===== src/rtl/chseq_pkg.sv =====
package chseq_pkg;
    typedef enum logic [2:0] {ST_IDLE, ST_FETCH, ST_ISSUE, ST_WAIT, ST_WB} state_e;

    // global register offsets
    localparam int CTRL_OFF  = 'h00;
    localparam int GSTAT_OFF = 'h10;
    localparam int GCLR_OFF  = 'h18;
    localparam int CHEN_OFF  = 'h20;
    localparam int CAPS_OFF  = 'h40;
    // per-channel window
    localparam int CH_BASE      = 'h100;
    localparam int CH_STRIDE_LG = 6;
    localparam int CH_PTR_OFF   = 'h00;
    localparam int CH_SEMA_OFF  = 'h10;
    localparam int CH_STAT_OFF  = 'h20;
    localparam int CH_SCLR_OFF  = 'h28;

    // descriptor words 0..6 are fetched, word 7 is written back
    localparam int FETCH_WORDS = 7;
    localparam int STAT_BYTE   = 'h1C;
    localparam int C0_IRQ      = 0;
    localparam int C0_SEMA_DEC = 1;

    localparam logic [31:0] CAPS_VAL = 32'h0005_0001;

    typedef struct packed {
        logic       ctrl;
        logic       gstat;
        logic       gclr;
        logic       chen;
        logic       caps;
        logic       ptr;
        logic       sema;
        logic       cst;
        logic       sclr;
        logic [2:0] ch;
    } regsel_t;
endpackage


===== src/rtl/chseq_regdec.sv =====
module chseq_regdec
    import chseq_pkg::*;
#(
    parameter int NCH  = 4,
    parameter int RA_W = 12
) (
    input  logic [RA_W-1:0] addr,
    output regsel_t         sel
);
    logic [RA_W-1:0] rel;

    always_comb begin
        sel = '0;
        rel = addr - RA_W'(CH_BASE);
        if (addr == RA_W'(CTRL_OFF))  sel.ctrl  = 1'b1;
        if (addr == RA_W'(GSTAT_OFF)) sel.gstat = 1'b1;
        if (addr == RA_W'(GCLR_OFF))  sel.gclr  = 1'b1;
        if (addr == RA_W'(CHEN_OFF))  sel.chen  = 1'b1;
        if (addr == RA_W'(CAPS_OFF))  sel.caps  = 1'b1;
        if ((addr >= RA_W'(CH_BASE)) && (int'(rel >> CH_STRIDE_LG) < NCH)) begin
            sel.ch = 3'(rel >> CH_STRIDE_LG);
            case (int'(rel[CH_STRIDE_LG-1:0]))
                CH_PTR_OFF:  sel.ptr  = 1'b1;
                CH_SEMA_OFF: sel.sema = 1'b1;
                CH_STAT_OFF: sel.cst  = 1'b1;
                CH_SCLR_OFF: sel.sclr = 1'b1;
                default: ;
            endcase
        end
    end
endmodule


===== src/rtl/chseq_arb.sv =====
module chseq_arb #(
    parameter int N  = 4,
    parameter int CW = 2
) (
    input  logic          clk,
    input  logic          rst_n,
    input  logic [N-1:0]  req,
    output logic          gnt_valid,
    output logic [CW-1:0] gnt_idx
);
    // scan from the top so the lowest requesting index is the one kept
    always_comb begin
        gnt_valid = 1'b0;
        gnt_idx   = '0;
        for (int i = N - 1; i >= 0; i--) begin
            if (req[i]) begin
                gnt_valid = 1'b1;
                gnt_idx   = CW'(i);
            end
        end
    end

    p_gnt_is_req_r7: assert property (@(posedge clk) disable iff (!rst_n)
        gnt_valid |-> req[gnt_idx]);
    p_no_lower_req_r7: assert property (@(posedge clk) disable iff (!rst_n)
        gnt_valid |-> ((req & ((N'(1) << gnt_idx) - N'(1))) == '0));
endmodule


===== src/rtl/chseq_top.sv =====
module chseq_top
    import chseq_pkg::*;
#(
    parameter int NCH    = 4,
    parameter int SEMA_W = 8,
    parameter int STAT_W = 8,
    parameter int RA_W   = 12
) (
    input  logic              clk,
    input  logic              rst_n,
    input  logic              reg_we,
    input  logic [RA_W-1:0]   reg_addr,
    input  logic [31:0]       reg_wdata,
    output logic [31:0]       reg_rdata,
    output logic              mem_rd_en,
    output logic [31:0]       mem_rd_addr,
    input  logic              mem_rd_valid,
    input  logic [31:0]       mem_rd_data,
    output logic              mem_wr_en,
    output logic [31:0]       mem_wr_addr,
    output logic [31:0]       mem_wr_data,
    output logic              eng_start,
    output logic [((NCH > 1) ? $clog2(NCH) : 1)-1:0] eng_chan,
    output logic [31:0]       eng_ctrl0,
    output logic [31:0]       eng_ctrl1,
    output logic [31:0]       eng_src,
    output logic [31:0]       eng_dst,
    output logic [31:0]       eng_size,
    output logic [31:0]       eng_payload,
    input  logic              eng_done,
    input  logic [STAT_W-1:0] eng_status,
    output logic              irq
);
    localparam int CH_W = (NCH > 1) ? $clog2(NCH) : 1;
    localparam logic [2:0] LAST_W = 3'(FETCH_WORDS - 1);

    typedef struct packed {
        state_e                           st;
        logic [CH_W-1:0]                  cur;
        logic [2:0]                       widx;
        logic [FETCH_WORDS-1:0][31:0]     dw;
        logic [STAT_W-1:0]                res;
        logic [NCH-1:0][31:0]             ptr;
        logic [NCH-1:0][SEMA_W-1:0]       sema;
        logic [NCH-1:0][STAT_W-1:0]       cst;
        logic [NCH-1:0]                   gst;
        logic [NCH-1:0]                   ie;
        logic [7:0]                       chen;
    } st_t;

    st_t             st_d, st_q;
    regsel_t         rsel;
    logic [CH_W-1:0] rch;
    logic [NCH-1:0]  ready;
    logic            gnt_v;
    logic [CH_W-1:0] gnt_i;
    logic [SEMA_W:0] sum;

    chseq_regdec #(.NCH(NCH), .RA_W(RA_W)) u_dec (.addr(reg_addr), .sel(rsel));

    assign rch = CH_W'(rsel.ch);

    always_comb begin
        for (int c = 0; c < NCH; c++)
            ready[c] = st_q.chen[c] && (st_q.sema[c] != '0) && (st_q.cst[c] == '0);
    end

    chseq_arb #(.N(NCH), .CW(CH_W)) u_arb (
        .clk(clk), .rst_n(rst_n), .req(ready), .gnt_valid(gnt_v), .gnt_idx(gnt_i)
    );

    always_comb begin
        st_d        = st_q;
        mem_rd_en   = 1'b0;
        mem_rd_addr = st_q.ptr[st_q.cur] + 32'({st_q.widx, 2'b00});
        mem_wr_en   = 1'b0;
        mem_wr_addr = st_q.ptr[st_q.cur] + 32'(STAT_BYTE);
        mem_wr_data = 32'(st_q.res);
        eng_start   = 1'b0;
        sum         = {1'b0, st_q.sema[rch]} + {1'b0, reg_wdata[SEMA_W-1:0]};

        // software side
        if (reg_we) begin
            if (rsel.ctrl) st_d.ie   = reg_wdata[NCH-1:0];
            if (rsel.gclr) st_d.gst  = st_q.gst & ~reg_wdata[NCH-1:0];
            if (rsel.chen) st_d.chen = reg_wdata[7:0];
            if (rsel.ptr)  st_d.ptr[rch] = reg_wdata;
            if (rsel.sema) st_d.sema[rch] = sum[SEMA_W] ? '1 : sum[SEMA_W-1:0];
            if (rsel.sclr) st_d.cst[rch] = st_q.cst[rch] & ~reg_wdata[STAT_W-1:0];
        end

        // descriptor sequencer (its updates win over software in the same cycle)
        unique case (st_q.st)
            ST_IDLE: begin
                if (gnt_v) begin
                    st_d.cur  = gnt_i;
                    st_d.widx = '0;
                    st_d.st   = ST_FETCH;
                end
            end
            ST_FETCH: begin
                mem_rd_en = 1'b1;
                if (mem_rd_valid) begin
                    st_d.dw[st_q.widx] = mem_rd_data;
                    if (st_q.widx == LAST_W) st_d.st   = ST_ISSUE;
                    else                     st_d.widx = st_q.widx + 3'd1;
                end
            end
            ST_ISSUE: begin
                eng_start = 1'b1;
                st_d.st   = ST_WAIT;
            end
            ST_WAIT: begin
                if (eng_done) begin
                    st_d.res = eng_status;
                    st_d.st  = ST_WB;
                end
            end
            ST_WB: begin
                mem_wr_en = 1'b1;
                if (st_q.res != '0) begin
                    st_d.cst[st_q.cur] = st_q.res;
                    st_d.gst[st_q.cur] = 1'b1;
                end else begin
                    st_d.ptr[st_q.cur] = st_q.dw[0];
                    if (st_q.dw[1][C0_SEMA_DEC])
                        st_d.sema[st_q.cur] = st_d.sema[st_q.cur] - SEMA_W'(1);
                    if (st_q.dw[1][C0_IRQ])
                        st_d.gst[st_q.cur] = 1'b1;
                end
                st_d.st = ST_IDLE;
            end
            default: st_d.st = ST_IDLE;
        endcase
    end

    always_ff @(posedge clk) begin
        if (!rst_n) st_q <= '{st: ST_IDLE, default: '0};
        else        st_q <= st_d;
    end

    always_comb begin
        reg_rdata = '0;
        if (rsel.ctrl)  reg_rdata = 32'(st_q.ie);
        if (rsel.gstat) reg_rdata = 32'(st_q.gst);
        if (rsel.chen)  reg_rdata = 32'(st_q.chen);
        if (rsel.caps)  reg_rdata = CAPS_VAL;
        if (rsel.ptr)   reg_rdata = st_q.ptr[rch];
        if (rsel.sema)  reg_rdata = 32'(st_q.sema[rch]);
        if (rsel.cst)   reg_rdata = 32'(st_q.cst[rch]);
    end

    assign eng_chan    = st_q.cur;
    assign eng_ctrl0   = st_q.dw[1];
    assign eng_ctrl1   = st_q.dw[2];
    assign eng_src     = st_q.dw[3];
    assign eng_dst     = st_q.dw[4];
    assign eng_size    = st_q.dw[5];
    assign eng_payload = st_q.dw[6];
    assign irq         = |(st_q.gst & st_q.ie);

    p_start_pulse_r4: assert property (@(posedge clk) disable iff (!rst_n)
        eng_start |=> !eng_start);
    p_one_action_r3: assert property (@(posedge clk) disable iff (!rst_n)
        $onehot0({mem_rd_en, mem_wr_en, eng_start}));
    p_rd_hold_r3: assert property (@(posedge clk) disable iff (!rst_n)
        (mem_rd_en && !mem_rd_valid) |=> (mem_rd_en && $stable(mem_rd_addr)));
    p_sema_live_r5: assert property (@(posedge clk) disable iff (!rst_n)
        mem_wr_en |-> (st_q.sema[st_q.cur] != '0));
    p_err_halts_r8: assert property (@(posedge clk) disable iff (!rst_n)
        (mem_wr_en && (mem_wr_data != '0)) |=> (st_q.cst != '0));
endmodule


===== config.mk =====
export PLATFORM = sky130hd
export DESIGN_NAME = chseq_top
export DESIGN_NICKNAME = d
export VERILOG_FILES = /design/src/rtl/chseq_pkg.sv /design/src/rtl/chseq_regdec.sv /design/src/rtl/chseq_arb.sv /design/src/rtl/chseq_top.sv
export SDC_FILE = /design/constraint.sdc
export NUM_CORES = 1
export LEC_CHECK = 0
export BUFFER_PORTS_ARGS = -buffer_cell sky130_fd_sc_hd__buf_2
export CORE_MARGIN = 10
export CORE_UTILIZATION = 45
export CTS_CLUSTER_DIAMETER = 30
export CTS_CLUSTER_SIZE = 25
export DETAILED_ROUTE_END_ITERATION = 10
export PLACE_DENSITY = 0.69
export SLEW_MARGIN = 20
export SYNTH_ARGS = -nofsm -noshare
export SYNTH_HDL_FRONTEND = slang
export SYNTH_HIERARCHICAL = 1
export SYNTH_SLANG_ARGS = --single-unit

===== constraint.sdc =====
create_clock -name clk -period 4.6 [get_ports clk]
set_input_delay 0.69 -clock clk [delete_from_list [all_inputs] [get_ports clk]]
set_output_delay 0.69 -clock clk [all_outputs]
set_load 0.02 [all_outputs]

---- Word level (Yosys, flattened, before mapping) ----
Cells that the tools add are included.
storage, ports and cells
  register bits after elaboration ......... 448
  output and inout port bits .............. 326
  logic and storage cells ................. 175
operators by class
  add/subtract/negate cells ............... 6
  magnitude comparators ................... 8
  equality and inequality tests ........... 17
  multiplexer cells ....................... 79
  bitwise logic cells ..................... 6
  reductions and logical operators ........ 33
operator list
  kind                                                              count
  32-bit two-way mux                                                15
  128-bit bitwise mux                                               2
  227-bit two-way mux                                               1
  224-bit bitwise mux                                               1
  208-bit two-way mux                                               1
  196-bit two-way mux                                               1
  160-bit two-way mux                                               1
  32-bit binary-select mux with 2-bit select                        2
  32-bit bitwise mux                                                4
  32-bit demux with 2-bit select                                    2
  128-bit two-way mux                                               1
  32-bit demux with 3-bit select                                    1
  8-bit two-way mux                                                 8
  8-bit binary-select mux with 2-bit select                         3
  8-bit nonzero test                                                5
  32-bit by 5-bit adder with 32-bit output                          1
  32-bit by 5-bit adder with 32-bit output, second input constant   1
  8-bit demux with 2-bit select                                     2
  8-bit logical NOT                                                 4
  12-bit by 5-bit == test with 1-bit output, second input constant  2
  4-bit two-way mux                                                 5
  1-bit two-way mux                                                 17
  12-bit by 6-bit == test with 1-bit output, second input constant  1
  12-bit by 7-bit == test with 1-bit output, second input constant  1
  other kinds (35)                                                  67

---- Depth between registers and ports, before layout ----
Gate-level depths: netlist (run 1).
  word-level depth ........................ 18
  mapped depth ............................ 18
  mapped depth without buffers ............ 14

---- Modules after synthesis ----
Netlist (run 1), hierarchy kept.
modules (own cells, without submodules)
  module        instances  cells an instance  area each (µm²)  sequential area each (µm²)
  chseq_top     1          2,861              25,147.9         8,968.6
  chseq_regdec  1          24                 162.7            0.0
  chseq_arb     1          7                  35.0             0.0

---- Worst setup path before layout (run 1) ----
Ideal clock, no wire load.
  path type ............................... input to register
  start ................................... in reg_addr[9]
  end ..................................... reg st_q[54] in the netlist's numbering
  library setup time ...................... 128 ps
  data arrival time ....................... 4,721 ps
  setup slack ............................. -249 ps
  cell stages on the path ................. 17
  buffers on the path ..................... 4
  path through ............................ nor3_1 -> and3_1 -> buf_6 -> buf_2 -> buf_2 -> mux4_2 -> ha_1 -> buf_2 -> nand4_1 -> a21oi_2 -> o22ai_1 -> mux4_2 -> ha_1 -> nand4_1 -> nor3_2 -> xnor2_1 -> a21oi_1
RTL lines
  what                  line              RTL
  from (decl)           chseq_top.sv:12   input logic [RA_W-1:0] reg_addr,
  to (signal assigned)  chseq_top.sv:139  else st_q <= st_d;
  to (decl)             chseq_top.sv:51   st_t st_d, st_q;

==> results.py, run 1 <==
metrics = {
    "setup_path": {
        "worstSetupPathType": "in2out",
        "cp_max_fo": 32,
        "start_kind": "input pin",
        "reg2reg_setup_slack_ps": 840,
        "critical_path_required_ps": 3910,
        "worstSetupEndpointType": "primary output",
        "arrival_ps": 3770,
    },
    "floorplanning": {
        "initial_core_util_pct": 45.7,
        "std_cell_rows": 86,
        "dieHeight_um": 257,
        "dieWidth_um": 257,
        "core_area_um2": 55400,
        "dieArea_um2": 66200,
        "ioPinCount": 415,
    },
    "clocking": {
        "cts.htree.levels": 3,
        "tritoncts": "done",
        "clk_latency_ps": 670,
        "cts_max_path_buffers": 3,
        "hold_buffers": 0,
        "postCtsSetupBuffers": 0,
        "numCtsBuffers": 105,
        "cts.sinks": 448,
        "root_buffer": "clkbuf_16",
        "clk_pin_slew_ps": 50,
        "ctsResizeCount": 0,
    },
    "outcome": {
        "outcome": "complete, no violations",
    },
    "power_and_ir_drop": {
        "p_leak_nw": 14.9,
        "finalPower_mw": 12.0,
        "power_density_nw_per_um2": 394,
        "vdd_drop_max_mv": 0.456,
    },
    "timing": {
        "fmaxAchievable_ghz": 0.224,
        "fin_skew_ps": 53.4,
        "fin_crit_ps": 4460,
        "drv_slew": 0,
        "setup_viol": 0,
        "final_hold_viol_count": 0,
        "setup_ws_ps": 144,
        "post-route-period-util_pct": 96.9,
        "slew_headroom_pct": 25.3,
        "rsz0062_at_grt": "false",
        "worstMarginPinSlew_ps": 1110,
    },
    "detailed_routing": {
        "route.vias.total": 22200,
        "wire_per_inst_um": 23.1,
        "finalWirelength_mm": 90.4,
        "post_drt_via_cell_ratio": 5.69,
        "firstDrtPassIters": 8,
        "drc": 0,
        "drt-initial-drc-count": 2023,
        "drtAntennaViolNets": 0,
    },
    "finish": {
        "layout_common_cells": "nand2_1, dfxtp_1, buf_2",
        "final_common_cell": "nand2_1",
        "drive_gt1_share_pct": 25.8,
        "fin_nets": 3177,
        "finalCoreUtilization_pct": 54.8,
        "area_growth_pct": 20.0,
    },
    "place": {
        "io_buffers": 390,
        "routabilityCongestion": 0.943,
        "pre_cts_ws_ps": -160,
        "hpwl_mm": 63.5,
    },
    "global_routing": {
        "use_met2_pct": 41.0,
        "overflow": 0,
        "use_met3_pct": 8.35,
        "use_met1_pct": 32.8,
        "grt.total_usage_pct": 26.1,
        "antenna_found_initial": 5,
        "grt_pass1_wl_mm": 136,
        "grt_start_max_net_pins": 147,
        "grt_pass1_vias": 22400,
        "grt-busiest-layer": "met2",
    },
    "flow_run": {
        "drv_cap": 0,
    },
    "min_path": {
        "hold_path.class": "in2reg",
    },
    "yosys": {
        "synthesis.area_um2": 25300,
        "syn_inst": 2890,
        "synth.avg_cell_area_um2": 8.77,
        "synth_warnings": 6,
    },
}
[metal layers]
metal	vias to the layer above	wire, um	share of wire (%)
met5	-	38	0.042
met3	195	8800	9.7
met4	6	3190	3.5
met1	10700	37400	41
li1	10200	-	-
met2	1053	40900	45
[area by class of cell]
| type | count | area, um^2 |
|---|---|---|
| Fill cell | 4930 | 25000 |
| Sequential cell | 448 | 8970 |
| Antenna cell | 2 | 5.00 |
| Clock inverter | 66 | 895 |
| Tap cell | 748 | 936 |
| Timing Repair Buffer | 484 | 2730 |
| Clock buffer | 131 | 2910 |
| Multi-Input combinational cell | 2014 | 13900 |
| Inverter | 18 | 67.6 |
[worst paths after layout]
| path | start | end | cells after the start |
|---|---|---|---|
| max | reg_addr[9] | reg_rdata[3] | 12 |
| min | eng_status[4] | mem_wr_data[4] | 3 |
| max reg2reg | st_q[64] | st_q[71] | 11 |
| min reg2reg | register | register | 2 |
[where the power goes]
group	switching, mW	total, mW	internal (mW)	leakage, nW
Sequential	0.000157	3.89	3.89	3.61
Clock	2.51	7.79	5.28	1.85
Combinational	0.208	0.304	0.0962	9.49
[stage by stage]
stage	hold WS, ps	instances	area, um^2	setup TNS [ps]
after floorplan	439	2913	25400	0
after global routing	265	3911	30400	0
after detailed placement	457	3712	26600	-901
after global placement	445	3712	26600	-768
after CTS	255	3909	30400	0
final	283	3911	30400	0
[worst max-delay path: stages]
cell and delay [ps]:
buf_2 110, nor3_1 250, and3_2 350, buf_4 180
buf_4 460, buf_4 430, mux4_2 410, a22oi_1 330
nor2_1 70, a21oi_1 170, o21ai_0 110, buf_2 170
No activity file was read; power rests on OpenSTA's default activity.
==> run 2: changes to the inputs <==
- ABC_AREA: unset -> 1
==> results.py, run 2 <==
metrics = {
    "global_routing": {
        "overflow": 0,
        "grt.total_usage_pct": 28.2,
        "grt_pass1_vias": 23400,
        "grt_start_max_net_pins": 143,
        "antenna_found_initial": 8,
        "grt_pass1_wl_mm": 141,
    },
    "clocking": {
        "numCtsBuffers": 102,
        "tritoncts": "done",
        "cts_max_path_buffers": 3,
        "root_buffer": "clkbuf_16",
        "clk_latency_ps": 650,
        "cts.sinks": 448,
        "clk_pin_slew_ps": 50,
        "hold_buffers": 0,
        "cts.htree.levels": 3,
    },
    "flow_run": {
        "drv_cap": 0,
    },
    "power_and_ir_drop": {
        "p_switching_mw": 3.61,
        "swShare_pct": 27.3,
        "clkPwrFrac_pct": 58.3,
        "seq_power_share_pct": 31.1,
        "p_int_mw": 9.58,
        "p_comb_share_pct": 10.7,
        "vdd_drop_max_mv": 0.325,
        "p_leak_nw": 13.3,
        "power_density_nw_per_um2": 453,
    },
    "floorplanning": {
        "dieHeight_um": 252,
        "dieArea_um2": 63600,
        "core_area_um2": 53600,
        "std_cell_rows": 85,
        "ioPinCount": 415,
        "dieWidth_um": 252,
        "initial_core_util_pct": 45.3,
    },
    "setup_path": {
        "reg2regPathDepth": 24,
        "start_kind": "register",
        "reg2reg_setup_slack_ps": 940,
        "crit_end": "mem_rd_addr[18]",
        "critical_path_required_ps": 3910,
        "crit_start": "eng_chan[1]",
        "timing.rr.start": "st_q[48]",
        "cp_max_fo": 10,
        "r2r_end": "st_q[62]",
        "worstSetupPathType": "reg2out",
        "arrival_ps": 3690,
        "worstSetupEndpointType": "primary output",
    },
    "timing": {
        "post-route-period-util_pct": 95.2,
        "slew_headroom_pct": 26.0,
        "final_hold_viol_count": 0,
        "setup_viol": 0,
        "drv_slew": 0,
        "fin_hold_ws_ps": 331,
        "fin_crit_ps": 4380,
        "fin_skew_ps": 25.0,
        "worstMarginPinSlew_ps": 1100,
        "setup_tns_ps": 0,
        "fmaxAchievable_ghz": 0.228,
        "rsz0062_at_grt": "false",
    },
    "detailed_routing": {
        "route.vias.total": 24700,
        "finalWirelength_mm": 93.5,
        "firstDrtPassIters": 6,
        "drt-initial-drc-count": 2687,
        "wire_per_inst_um": 21.0,
        "drtAntennaViolNets": 0,
        "drc": 0,
        "post_drt_via_cell_ratio": 5.54,
    },
    "finish": {
        "drive_gt1_share_pct": 20.9,
        "area_growth_pct": 20.0,
        "layout_common_cells": "o21ai_0, nor2_1, dfxtp_1",
        "multi_input_area_um2": 11700,
        "fin_nets": 3775,
        "fillCellCount": 5181,
        "seqCellArea_um2": 8970,
        "final_common_cell": "o21ai_0",
        "instances_no_fill": 4456,
    },
    "outcome": {
        "outcome": "complete, no violations",
    },
    "min_path": {
        "hold_path.class": "in2reg",
        "hp-start": "eng_status[1]",
    },
    "yosys": {
        "synth.avg_cell_area_um2": 6.95,
        "syn_inst": 3491,
        "synth_warnings": 6,
        "synthesis.area_um2": 24300,
    },
    "place": {
        "routabilityCongestion": 1.01,
        "io_buffers": 390,
        "hpwl_mm": 65.1,
        "placed_cells": 4258,
    },
}
-- run 2: how the worst min path moves through the flow --
stage	endpoint	slack, ps	cells past startpoint
2_1_floorplan	register	440	2
3_3_place_gp	st_q[15]	470	2
3_5_place_dp	st_q[15]	480	2
4_1_cts	mem_wr_data[1]	310	3
5_1_grt	mem_wr_data[6]	360	3
6_report	mem_wr_data[1]	330	3
-- run 2: metal layers --
| layer | track usage (%) | vias up | share of wire (%) |
|---|---|---|---|
| li1 | - | 11700 | - |
| met1 | 36.8 | 11400 | 41 |
| met2 | 43.0 | 1417 | 44 |
| met4 | 11.5 | 12 | 3.5 |
| met3 | 8.06 | 223 | 11 |
| met5 | 0 | - | 0.070 |
-- run 2: repair_timing --
action / CTS / global route
endpoints found under the setup margin: 5 / 8
setup buffers: 1 / 2
pin swaps: 1 / 1
gates resized for setup: 1 / 9
endpoints found under the hold margin: 0 / 0
-- run 2: cell type report --
class / count / share of cell area [%]
Inverter: 333 / 4.30
Clock buffer: 127 / 9.67
Clock inverter: 66 / 2.99
Timing Repair Buffer: 473 / 9.02
Sequential cell: 448 / 30.8
Tap cell: 696 / 2.99
Multi-Input combinational cell: 2311 / 40.2
Antenna cell: 2 / 0.0172
-- run 2: through the flow --
step	cell area, um^2	utilization (%)	power [mW]	setup WS, ps
floorplan	24400	-	5.02	66.6
global placement	25400	47.3	5.52	-18.2
detailed placement	25400	47.3	5.52	-159
CTS	29100	54.2	13.2	27.1
global route	29100	54.3	13.6	8.90
finish	29100	54.3	13.2	219
-- run 2: power groups by stage --
stage          clock network [mW]  registers (mW)  logic (mW)
6_report                     7.69            4.10        1.41
5_1_grt                      7.95            4.11        1.50
4_1_cts                      7.74            4.09        1.36
3_5_place_dp                    0            4.16        1.36
3_3_place_gp                    0            4.16        1.36
2_1_floorplan                   0            4.14       0.879
-- run 2: critical path: stages (launching register included) --
cell and delay (ps):
dfxtp_2 350, inv_2 140, nand2_8 140, inv_4 90
nand2_1 50, nand2_1 60, a21oi_1 40, o21a_1 180
inv_1 80, ha_1 200, inv_1 80, fa_2 400
nor2_4 150, o21ai_4 110, nor3_2 250, buf_4 140
buf_4 110, nand2_1 50, xor2_1 200, buf_2 210
